File: src/rtl/qpc_pkg.sv
package qpc_pkg;

    // Last sampled phase pair, encoded {A,B}
    typedef enum logic [1:0] {
        PH_00 = 2'b00,
        PH_01 = 2'b01,
        PH_10 = 2'b10,
        PH_11 = 2'b11
    } phase_t;

    // Index recalibration controller
    typedef enum logic [1:0] {
        ARM_IDLE      = 2'd0,
        ARM_ONCE      = 2'd1,
        ARM_CONT_WAIT = 2'd2,
        ARM_CONT_PEND = 2'd3
    } arm_t;

    // Per-sample decode result
    typedef struct packed {
        logic cnt;   // an edge is counted
        logic fwd;   // effective direction of that edge
        logic err;   // both phases moved
    } step_t;

endpackage

File: src/rtl/qpc_decode.sv
module qpc_decode
    import qpc_pkg::*;
(
    input  logic  clk,
    input  logic  rst_n,
    input  logic  ph_a,
    input  logic  ph_b,
    input  logic  step_mode,
    input  logic  x4,
    input  logic  dir_inv,
    output step_t step
);

    phase_t cur_q;
    phase_t now_s;
    logic   a_edge;
    logic   b_edge;
    logic   raw_fwd;
    logic   both;

    assign now_s = phase_t'({ph_a, ph_b});

    // state register: follows the phase pair every sample
    always_ff @(posedge clk or negedge rst_n) begin
        if (!rst_n) cur_q <= PH_00;
        else        cur_q <= now_s;
    end

    // transition classification per current state
    always_comb begin
        a_edge  = 1'b0;
        b_edge  = 1'b0;
        both    = 1'b0;
        raw_fwd = 1'b0;
        unique case (cur_q)
            PH_00: begin
                case (now_s)
                    PH_10:   begin a_edge = 1'b1; raw_fwd = 1'b1; end
                    PH_01:   begin b_edge = 1'b1; raw_fwd = 1'b0; end
                    PH_11:   both = 1'b1;
                    default: ;
                endcase
            end
            PH_10: begin
                case (now_s)
                    PH_11:   begin b_edge = 1'b1; raw_fwd = 1'b1; end
                    PH_00:   begin a_edge = 1'b1; raw_fwd = 1'b0; end
                    PH_01:   both = 1'b1;
                    default: ;
                endcase
            end
            PH_11: begin
                case (now_s)
                    PH_01:   begin a_edge = 1'b1; raw_fwd = 1'b1; end
                    PH_10:   begin b_edge = 1'b1; raw_fwd = 1'b0; end
                    PH_00:   both = 1'b1;
                    default: ;
                endcase
            end
            PH_01: begin
                case (now_s)
                    PH_00:   begin b_edge = 1'b1; raw_fwd = 1'b1; end
                    PH_11:   begin a_edge = 1'b1; raw_fwd = 1'b0; end
                    PH_10:   both = 1'b1;
                    default: ;
                endcase
            end
        endcase
    end

    // output process: mode selection
    always_comb begin
        if (step_mode) begin
            step.cnt = ~cur_q[0] & ph_b;
            step.fwd = ph_a ^ dir_inv;
            step.err = 1'b0;
        end else begin
            step.cnt = a_edge | (b_edge & x4);
            step.fwd = raw_fwd ^ dir_inv;
            step.err = both;
        end
    end

endmodule

File: src/rtl/qpc_arm.sv
module qpc_arm
    import qpc_pkg::*;
(
    input  logic clk,
    input  logic rst_n,
    input  logic cmd_once,
    input  logic cont_en,
    input  logic accept,
    input  logic fwd_cnt,
    output logic clr,
    output arm_t state
);

    arm_t nxt;

    always_ff @(posedge clk or negedge rst_n) begin
        if (!rst_n) state <= ARM_IDLE;
        else        state <= nxt;
    end

    // next-state process
    always_comb begin
        nxt = state;
        unique case (state)
            ARM_IDLE: begin
                if (cmd_once)     nxt = ARM_ONCE;
                else if (cont_en) nxt = ARM_CONT_WAIT;
            end
            ARM_ONCE: begin
                if (accept) nxt = ARM_IDLE;
            end
            ARM_CONT_WAIT: begin
                if (cmd_once)                nxt = ARM_ONCE;
                else if (!cont_en)           nxt = ARM_IDLE;
                else if (accept && !fwd_cnt) nxt = ARM_CONT_PEND;
            end
            ARM_CONT_PEND: begin
                if (cmd_once)      nxt = ARM_ONCE;
                else if (!cont_en) nxt = ARM_IDLE;
                else if (fwd_cnt)  nxt = ARM_CONT_WAIT;
            end
        endcase
    end

    // output process: position clear request
    always_comb begin
        clr = 1'b0;
        unique case (state)
            ARM_IDLE:      clr = 1'b0;
            ARM_ONCE:      clr = accept;
            ARM_CONT_WAIT: clr = !cmd_once && cont_en && accept && fwd_cnt;
            ARM_CONT_PEND: clr = !cmd_once && cont_en && fwd_cnt;
        endcase
    end

endmodule

File: src/rtl/qpc_position.sv
module qpc_position
    import qpc_pkg::*;
#(
    parameter int W    = 32,
    parameter int NCMP = 3
) (
    input  logic                    clk,
    input  logic                    rst_n,
    input  step_t                   step,
    input  logic                    clr,
    input  logic                    rst_cmd,
    input  logic [W-1:0]            max_pos,
    input  logic [NCMP-1:0][W-1:0]  cmp,
    output logic [W-1:0]            position,
    output logic                    dir,
    output logic                    ev_count,
    output logic                    ev_err,
    output logic                    ev_wrap,
    output logic                    ev_dir_chg,
    output logic [NCMP-1:0]         ev_match
);

    logic [W-1:0]    pos_nxt;
    logic            upd;
    logic            wrap;
    logic [NCMP-1:0] match_nxt;

    always_comb begin
        pos_nxt = position;
        upd     = 1'b0;
        wrap    = 1'b0;
        if (rst_cmd || clr) begin
            pos_nxt = '0;
            upd     = 1'b1;
        end else if (step.cnt) begin
            upd = 1'b1;
            if (step.fwd) begin
                if (position >= max_pos) begin
                    pos_nxt = '0;
                    wrap    = 1'b1;
                end else begin
                    pos_nxt = position + W'(1);
                end
            end else begin
                if (position == '0) begin
                    pos_nxt = max_pos;
                    wrap    = 1'b1;
                end else begin
                    pos_nxt = position - W'(1);
                end
            end
        end
    end

    for (genvar i = 0; i < NCMP; i++) begin : g_cmp
        assign match_nxt[i] = upd && (pos_nxt == cmp[i]);
    end

    always_ff @(posedge clk or negedge rst_n) begin
        if (!rst_n) begin
            position   <= '0;
            dir        <= 1'b1;
            ev_count   <= 1'b0;
            ev_err     <= 1'b0;
            ev_wrap    <= 1'b0;
            ev_dir_chg <= 1'b0;
            ev_match   <= '0;
        end else begin
            position   <= pos_nxt;
            ev_count   <= step.cnt;
            ev_err     <= step.err;
            ev_wrap    <= wrap;
            ev_dir_chg <= step.cnt && (step.fwd != dir);
            ev_match   <= match_nxt;
            if (step.cnt) dir <= step.fwd;
        end
    end

    assert_wrap_ends_R7: assert property (@(posedge clk) disable iff (!rst_n)
        ev_wrap |-> (position == '0 || position == $past(max_pos)));

    assert_dirchg_R6: assert property (@(posedge clk) disable iff (!rst_n)
        ev_dir_chg |-> (ev_count && dir != $past(dir)));

    assert_err_hold_R4: assert property (@(posedge clk) disable iff (!rst_n)
        (ev_err && !$past(rst_cmd) && !$past(clr)) |-> position == $past(position));

    for (genvar i = 0; i < NCMP; i++) begin : g_chk
        assert_pos_match_R12: assert property (@(posedge clk) disable iff (!rst_n)
            ev_match[i] |-> position == $past(cmp[i]));
    end

endmodule

File: src/rtl/qpc_index.sv
module qpc_index #(
    parameter int W    = 32,
    parameter int NCMP = 3
) (
    input  logic                    clk,
    input  logic                    rst_n,
    input  logic                    ph_a,
    input  logic                    ph_b,
    input  logic                    idx_in,
    input  logic                    idx_inv,
    input  logic [3:0]              gate,
    input  logic                    dir,
    input  logic                    rst_cmd,
    input  logic [NCMP-1:0][W-1:0]  cmp,
    output logic                    accept,
    output logic [W-1:0]            idx_count,
    output logic                    ev_index,
    output logic [NCMP-1:0]         ev_match
);

    logic            gate_hit;
    logic            ok_now;
    logic            ok_q;
    logic [W-1:0]    cnt_nxt;
    logic            upd;
    logic [NCMP-1:0] match_nxt;

    always_comb begin
        case ({ph_a, ph_b})
            2'b00:   gate_hit = gate[0];
            2'b01:   gate_hit = gate[1];
            2'b11:   gate_hit = gate[2];
            default: gate_hit = gate[3];
        endcase
    end

    assign ok_now = (idx_in ^ idx_inv) & gate_hit;
    assign accept = ok_now & ~ok_q;

    always_comb begin
        cnt_nxt = idx_count;
        upd     = 1'b0;
        if (rst_cmd) begin
            cnt_nxt = '0;
            upd     = 1'b1;
        end else if (accept) begin
            upd     = 1'b1;
            cnt_nxt = dir ? idx_count + W'(1) : idx_count - W'(1);
        end
    end

    for (genvar i = 0; i < NCMP; i++) begin : g_cmp
        assign match_nxt[i] = upd && (cnt_nxt == cmp[i]);
    end

    always_ff @(posedge clk or negedge rst_n) begin
        if (!rst_n) begin
            ok_q      <= 1'b0;
            idx_count <= '0;
            ev_index  <= 1'b0;
            ev_match  <= '0;
        end else begin
            ok_q      <= ok_now;
            idx_count <= cnt_nxt;
            ev_index  <= accept;
            ev_match  <= match_nxt;
        end
    end

    assert_idx_pulse_R8: assert property (@(posedge clk) disable iff (!rst_n)
        ev_index |=> !ev_index);

    assert_idx_clear_R9: assert property (@(posedge clk) disable iff (!rst_n)
        rst_cmd |=> idx_count == '0);

endmodule

File: src/rtl/qpc_top.sv
module qpc_top
    import qpc_pkg::*;
#(
    parameter int W    = 32,
    parameter int NCMP = 3
) (
    input  logic                    clk,
    input  logic                    rst_n,
    input  logic                    ph_a,
    input  logic                    ph_b,
    input  logic                    idx_in,
    input  logic                    cfg_dir_inv,
    input  logic                    cfg_step_mode,
    input  logic                    cfg_x4,
    input  logic                    cfg_idx_inv,
    input  logic [3:0]              cfg_idx_gate,
    input  logic                    cfg_cont_rst,
    input  logic [W-1:0]            cfg_max_pos,
    input  logic [NCMP-1:0][W-1:0]  cfg_pos_cmp,
    input  logic [NCMP-1:0][W-1:0]  cfg_idx_cmp,
    input  logic                    cmd_rst_pos,
    input  logic                    cmd_rst_pos_on_idx,
    input  logic                    cmd_rst_idx,
    output logic [W-1:0]            position,
    output logic                    dir,
    output logic [W-1:0]            idx_count,
    output logic                    ev_count,
    output logic                    ev_phase_err,
    output logic                    ev_dir_chg,
    output logic                    ev_wrap,
    output logic                    ev_index,
    output logic [NCMP-1:0]         ev_pos_match,
    output logic [NCMP-1:0]         ev_idx_match
);

    step_t step;
    logic  idx_accept;
    logic  pos_clr;
    arm_t  arm_st;

    qpc_decode u_dec (
        .clk       (clk),
        .rst_n     (rst_n),
        .ph_a      (ph_a),
        .ph_b      (ph_b),
        .step_mode (cfg_step_mode),
        .x4        (cfg_x4),
        .dir_inv   (cfg_dir_inv),
        .step      (step)
    );

    qpc_index #(.W(W), .NCMP(NCMP)) u_idx (
        .clk       (clk),
        .rst_n     (rst_n),
        .ph_a      (ph_a),
        .ph_b      (ph_b),
        .idx_in    (idx_in),
        .idx_inv   (cfg_idx_inv),
        .gate      (cfg_idx_gate),
        .dir       (dir),
        .rst_cmd   (cmd_rst_idx),
        .cmp       (cfg_idx_cmp),
        .accept    (idx_accept),
        .idx_count (idx_count),
        .ev_index  (ev_index),
        .ev_match  (ev_idx_match)
    );

    qpc_arm u_arm (
        .clk      (clk),
        .rst_n    (rst_n),
        .cmd_once (cmd_rst_pos_on_idx),
        .cont_en  (cfg_cont_rst),
        .accept   (idx_accept),
        .fwd_cnt  (step.cnt & step.fwd),
        .clr      (pos_clr),
        .state    (arm_st)
    );

    qpc_position #(.W(W), .NCMP(NCMP)) u_pos (
        .clk        (clk),
        .rst_n      (rst_n),
        .step       (step),
        .clr        (pos_clr),
        .rst_cmd    (cmd_rst_pos),
        .max_pos    (cfg_max_pos),
        .cmp        (cfg_pos_cmp),
        .position   (position),
        .dir        (dir),
        .ev_count   (ev_count),
        .ev_err     (ev_phase_err),
        .ev_wrap    (ev_wrap),
        .ev_dir_chg (ev_dir_chg),
        .ev_match   (ev_pos_match)
    );

    assert_once_clear_R10: assert property (@(posedge clk) disable iff (!rst_n)
        (arm_st == ARM_ONCE && idx_accept) |=> position == '0);

    assert_cont_clear_R11: assert property (@(posedge clk) disable iff (!rst_n)
        (arm_st == ARM_CONT_PEND && cfg_cont_rst && !cmd_rst_pos_on_idx
         && step.cnt && step.fwd) |=> position == '0);

    assert_step_noerr_R5: assert property (@(posedge clk) disable iff (!rst_n)
        cfg_step_mode |=> !ev_phase_err);

    assert_pos_clear_R9: assert property (@(posedge clk) disable iff (!rst_n)
        cmd_rst_pos |=> position == '0);

endmodule

File: config.mk
export PLATFORM = sky130hd
export DESIGN_NAME = qpc_top
export DESIGN_NICKNAME = d
export VERILOG_FILES = /design/src/rtl/qpc_pkg.sv /design/src/rtl/qpc_decode.sv /design/src/rtl/qpc_arm.sv /design/src/rtl/qpc_position.sv /design/src/rtl/qpc_index.sv /design/src/rtl/qpc_top.sv
export SDC_FILE = /design/constraint.sdc
export NUM_CORES = 1
export LEC_CHECK = 0
export BUFFER_PORTS_ARGS = -buffer_cell sky130_fd_sc_hd__buf_2
export CORE_MARGIN = 3
export CORE_UTILIZATION = 45
export CTS_BUF_LIST = sky130_fd_sc_hd__clkbuf_4 sky130_fd_sc_hd__clkbuf_8
export DETAILED_ROUTE_END_ITERATION = 8
export PLACE_DENSITY_LB_ADDON = 0.15
export RECOVER_POWER = 100
export REMOVE_ABC_BUFFERS = 1
export SLEW_MARGIN = 20
export SYNTH_ARGS = -nofsm -noshare
export SYNTH_HDL_FRONTEND = slang
export SYNTH_SLANG_ARGS = --single-unit
File: constraint.sdc
create_clock -name clk -period 4.5 [get_ports clk]
set_clock_uncertainty 0.05 [all_clocks]
set_input_delay 0.45 -clock clk [delete_from_list [all_inputs] [get_ports clk]]
set_output_delay 0.45 -clock clk [all_outputs]
set_load 0.1 [all_outputs]
After elaboration in Yosys (flattened, before gate mapping)
Cells that the tools add are included.

Flip-flop bits (word level): 81. Output and inout bits: 76. Logic and storage cells: 107.

$add $sub $neg: 4. Reductions and logical operators: 20. Bitwise gates (word level): 11. Mux-type cells: 38. Magnitude comparators: 1. Equality and inequality tests: 20.

Operators by type and width (number): 32-bit two-way mux (8); 32-bit equality test (6); 32-bit by 1-bit adder with 32-bit output (second input constant) (2); 32-bit by 1-bit subtractor with 32-bit output (second input constant) (2); 32-bit greater-or-equal comparator (1); 32-bit zero test (1); 1-bit case mux with 4 select lines (5); 2-bit two-way mux (9); 1-bit two-way mux (13); 2-bit equality test (second input constant) (6); 1-bit logical AND (12); 4-bit by 3-bit inequality test with 1-bit output (second input constant) (2); 2-bit case mux with 4 select lines (1); 2-bit by 1-bit equality test with 1-bit output (second input constant) (3); 2-bit zero test (3); 1-bit AND (5); 4-bit AND reduction (1); 3-bit two-way mux (1); 3-bit inequality test (second input constant) (1); 1-bit case mux with 3 select lines (1); 1-bit bitwise XOR (3); 1-bit zero test (2); 2-bit by 1-bit inequality test with 1-bit output (second input constant) (1); 1-bit NOT (2); other kinds (3) (3).

Depth between registers and ports, before layout
Word-level depth: 13. Gate-level depth with buffers: 15.

By module
Synthesis repeated with hierarchy kept, for this count alone.

Cells, all modules: 1713. Area, all modules: 12831.1 um2.

Modules (own cells, without submodules): qpc_position (cells each 858, area each 6372.4 um2, instances 1); qpc_index (cells each 823, area each 6155.9 um2, instances 1); qpc_decode (cells each 18, area each 165.2 um2, instances 1); qpc_arm (cells each 13, area each 131.4 um2, instances 1); qpc_top (cells each 1, area each 6.3 um2, instances 1).

Worst setup path before layout
Ideal clock, no wire load.

Path type: reg2reg. From: reg u_pos.dir. To: reg u_idx.ev_match[0]. Cell stages (with the launch flop): 14. Arrival: 4.587 ns. Setup time: 0.125 ns. Slack: -0.263 ns. Cell sequence: dfstp_2 inv_1 ha_1 clkbuf_1 a21oi_1 o211ai_1 a221oi_1 o21ai_1 a21oi_1 xnor2_1 mux2i_1 o211ai_1 or4_1 a2111oi_0.

Word-level cells in the longest chain between the ends: 5.

RTL lines: start, declared (line qpc_position.sv:15) `output logic dir,`; start signal, assigned (line qpc_position.sv:75) `if (step.cnt) dir <= step.fwd;`; 32-bit two-way mux (line qpc_index.sv:48) `cnt_nxt = dir ? idx_count + W'(1) : idx_count - W'(1);`; 32-bit two-way mux (line qpc_index.sv:46) `end else if (accept) begin`; 32-bit two-way mux (line qpc_index.sv:43) `if (rst_cmd) begin`; 32-bit equality test (line qpc_index.sv:53) `assign match_nxt[i] = upd && (cnt_nxt == cmp[i]);`; 1-bit logical AND (line qpc_index.sv:53); net u_idx.match_nxt[0] (line qpc_index.sv:26) `logic [NCMP-1:0] match_nxt;`; end signal, assigned (line qpc_index.sv:66) `ev_match <= match_nxt;`; end, declared (line qpc_index.sv:18) `output logic [NCMP-1:0] ev_match`.

The timed path passes the listed nets, and every way through them passes these cells. A chain may end at the register's enable or synchronous reset.

Worst setup path in the final report
Same ends and word-level chain as after synthesis.

==> impl_metrics.yaml <==
clock_tree:
  root_buffer: "clkbuf_8"
  htreeDepth: 3
  numClockSinks: 81
  cts_inserted_buffers: 9
  worstSkewPairLatency_ps: 390
  path_clk_slew_ps: 100
  clk_path_buf_depth: 2
  cts_tree: "built"
timing:
  fmax_mhz: 225
  maxSlewHeadroom: -1.32
  finalHoldViolCount: 0
  min_period_ps: 4440
  rsz0062_at_grt: "yes"
  tightest_slew_ps: 3480
  post-route-period-util: 0.987
  drv_slew: 53
  setup_viol: 0
setup_path:
  worstPathRequired_ps: 4710
  crit_slowest_cell: "dfstp_2"
  cp-endpoint: "u_idx.ev_match[0]"
  crit_path_max_incr_delay_ps: 590
  critical_path.cell_chain: "clkinvlp_4, buf_12, buf_4, ha_1, a21o_1, a21o_1, a21oi_1, o21ai_0, a221oi_2, xor2_1, buf_4, nand3_1, nand4_1, nor4_4, nand4_1, a2111oi_1"
  arrival_ps: 4650
  rr_worst_depth: 16
  cp.depth: 16
  r2r_start: "u_pos.dir"
  ff2ff_setup_slack_ps: 60
  crit_family: "compound AO/OA/AOI/OAI gates"
  path_buf_inv: 4
  crit_fanout: 15
  crit_start: "u_pos.dir"
  worstSetupEndpointType: "register"
  startpoint_type: "register"
  reg2reg_to: "u_idx.ev_match[0]"
  worstSetupPathType: "register to register"
cells_and_area:
  syn2layout_area_growth_pct: 26.4
  layout_common_cells: "267 x buf_2, 144 x nor2_1, 144 x buf_4"
  fin_nets: 2297
  drive_above_1_share: 0.252
  diodes: 0
  final_common_cell: "buf_2"
  final_util: 0.582
die:
  start_util: 0.461
  die-area_um2: 28000
  row_count: 58
  die_h_um: 167
  core_um2: 25400
  num_io_pins: 317
  die_x_um: 167
global_routing:
  gr-total-overflow: 0
  grt_use_total: 0.439
  grt_start_max_net_pins: 53
  grt_pass1_vias: 14407
  antenna_found_initial: 0
  grt_first_pass_wirelength_um: 93300
power_and_ir_drop:
  peakVddDrop_v: 0.000361
  power_mw: 8.46
  seq_power_share: 0.127
  p_int_mw: 3.42
  leakagePower_nw: 6.68
  clkPwrFrac: 0.079
  switching_share: 0.596
  comb_power_share: 0.794
  power.switching_mw: 5.04
  p_per_area_nw_per_um2: 572
outcome:
  violations: "capacitance limit, slew limit"
  status: "complete, but fails checks"
synth:
  synth_warnings: 0
  ys.flop_type: "dfrtp_1"
  syn_inst: 1608
  synth_edf_count: 0
  avgSynthCellArea_um2: 7.28
  syn_area_um2: 11700
  yosys_register_bits: 81
  synthArstFlopShare: 1.00
  yosysUniqueCellTypes: 92
  yosysSeqAreaShare: 0.173
route:
  routedWlPerCell_um: 28.2
  first_pass_iters: 7
  wl_um: 65700
  ant_nets: 0
  drtIter0Drc: 2453
  via_count: 16008
  drc: 0
  drt-vias-per-instance: 6.89
placement:
  dp_hpwl_um: 53600
  gp_congestion: 1.12
  portBuffers: 316
run:
  maxCapViolations: 1
hold_path:
  min_path_type: "input pin to register"
## final cells by class
| cell class | instances | area, um2 |
|---|---|---|
| Sequential cell | 81 | 2030 |
| Tap cell | 330 | 413 |
| Fill cell | 2504 | 10600 |
| Clock buffer | 10 | 131 |
| Inverter | 96 | 364 |
| Multi-Input combinational cell | 1339 | 9110 |
| Clock inverter | 6 | 92.6 |
| Timing Repair Buffer | 463 | 2650 |
## Yosys cell counts (all sizes together), types with 14 or more instances
master   instances  area, um2
nor2           146        564
nand2          136        510
a21oi          124        628
inv             95        357
xnor2           93        815
dfrtp           80       2000
o21ai           76        384
ha              65        813
clkbuf          64        240
nand3           57        285
xor2            55        482
nand4           50        313
nor3            48        240
nor4            46        313
o22ai           36        225
o211ai          35        263
buf             28        154
a21o            25        188
a211oi          21        163
a221oi          17        155
o21a            16        120
a2111oi         15        150
mux2i           15        150
and3            14       87.6
or3             14       87.6
## kinds of logic after synthesis
| kind of cell | after synthesis | synth area share |
|---|---|---|
| buffers and inverters | 188 | 0.0645 |
| and+or+nand+nor | 599 | 0.262 |
| muxes | 20 | 0.0186 |
| AOI/OAI and AO/OA | 506 | 0.300 |
| xor gates and xnor gates | 148 | 0.111 |
| DFF | 81 | 0.173 |
| adders and majority gates | 66 | 0.0712 |
## worst register-to-register path: stages (launching register included)
cell and delay (ps):
dfstp_2 590, clkinvlp_4 220, buf_12 220, buf_4 200, ha_1 390, a21o_1 180
a21o_1 180, a21oi_1 360, o21ai_0 210, a221oi_2 300, xor2_1 100, buf_4 190
nand3_1 100, nand4_1 150, nor4_4 420, nand4_1 140, a2111oi_1 310
## stage by stage
| step | hold WS (ps) | TNS [ps] | setup slack (ps) | cell area, um2 | instances |
|---|---|---|---|---|---|
| after floorplan | 104 | -1950 | -537 | 11300 | 1516 |
| after global placement | 456 | -189 | -189 | 14400 | 2307 |
| after detailed placement | 466 | -238 | -114 | 14400 | 2307 |
| after CTS | 108 | 0 | 10.4 | 14700 | 2323 |
| after global routing | 195 | -236 | -112 | 14800 | 2325 |
| final | 208 | 0 | 59.5 | 14800 | 2325 |
## what timing repair did
action | 4_1_cts | 5_1_grt
gates resized for setup | 3 | 40
hold buffers | 0 | 0
buffers inserted | 0 | 2
pin swaps | 0 | 2
endpoints found under the setup margin | 3 | 6
## how the worst min path moves through the flow
stage	depth (start not counted)	from	endpoint	slack, ps
2_1_floorplan	0	rst_n	u_arm.state[0]	100
3_3_place_gp	2	u_pos.dir	u_pos.ev_dir_chg	460
3_5_place_dp	2	u_pos.dir	u_pos.ev_dir_chg	470
4_1_cts	1	rst_n	u_pos.position[29]	110
5_1_grt	2	cmd_rst_pos_on_idx	u_arm.state[1]	200
6_report	2	cmd_rst_pos_on_idx	u_arm.state[1]	210
## power groups by stage
| stage | combinational, mW | sequential (mW) | clock [mW] |
|---|---|---|---|
| after detailed placement | 6.30 | 1.07 | 0 |
| after global placement | 6.26 | 1.07 | 0 |
| after floorplan | 3.10 | 1.84 | 0 |
| after global routing | 7.00 | 1.08 | 0.692 |
| after CTS | 6.33 | 1.05 | 0.670 |
| final | 6.72 | 1.07 | 0.668 |
## flip-flops by register name (all words and copies together) (netlist names)
name	count
u_pos.dir	1
u_pos.ev_dir_chg	1
u_pos.ev_err	1
u_pos.ev_wrap	1
u_pos.position	32
u_pos.ev_match	3
u_idx.idx_count	32
u_dec.cur_q	2
u_arm.state	2
u_pos.ev_count	1
u_idx.ok_q	1
u_idx.ev_index	1
u_idx.ev_match	3
## layer usage
| metal | global-route usage | vias to the layer above | part of all wire | wire [um] |
|---|---|---|---|---|
| li1 | - | 6822 | - | - |
| met2 | 0.599 | 1495 | 0.39 | 25600 |
| met5 | 0 | - | 0 | 0 |
| met1 | 0.634 | 7470 | 0.40 | 26000 |
| met3 | 0.168 | 221 | 0.17 | 11300 |
| met4 | 0.141 | 0 | 0.042 | 2770 |
Note: power is estimated with default switching activity, not from simulation.
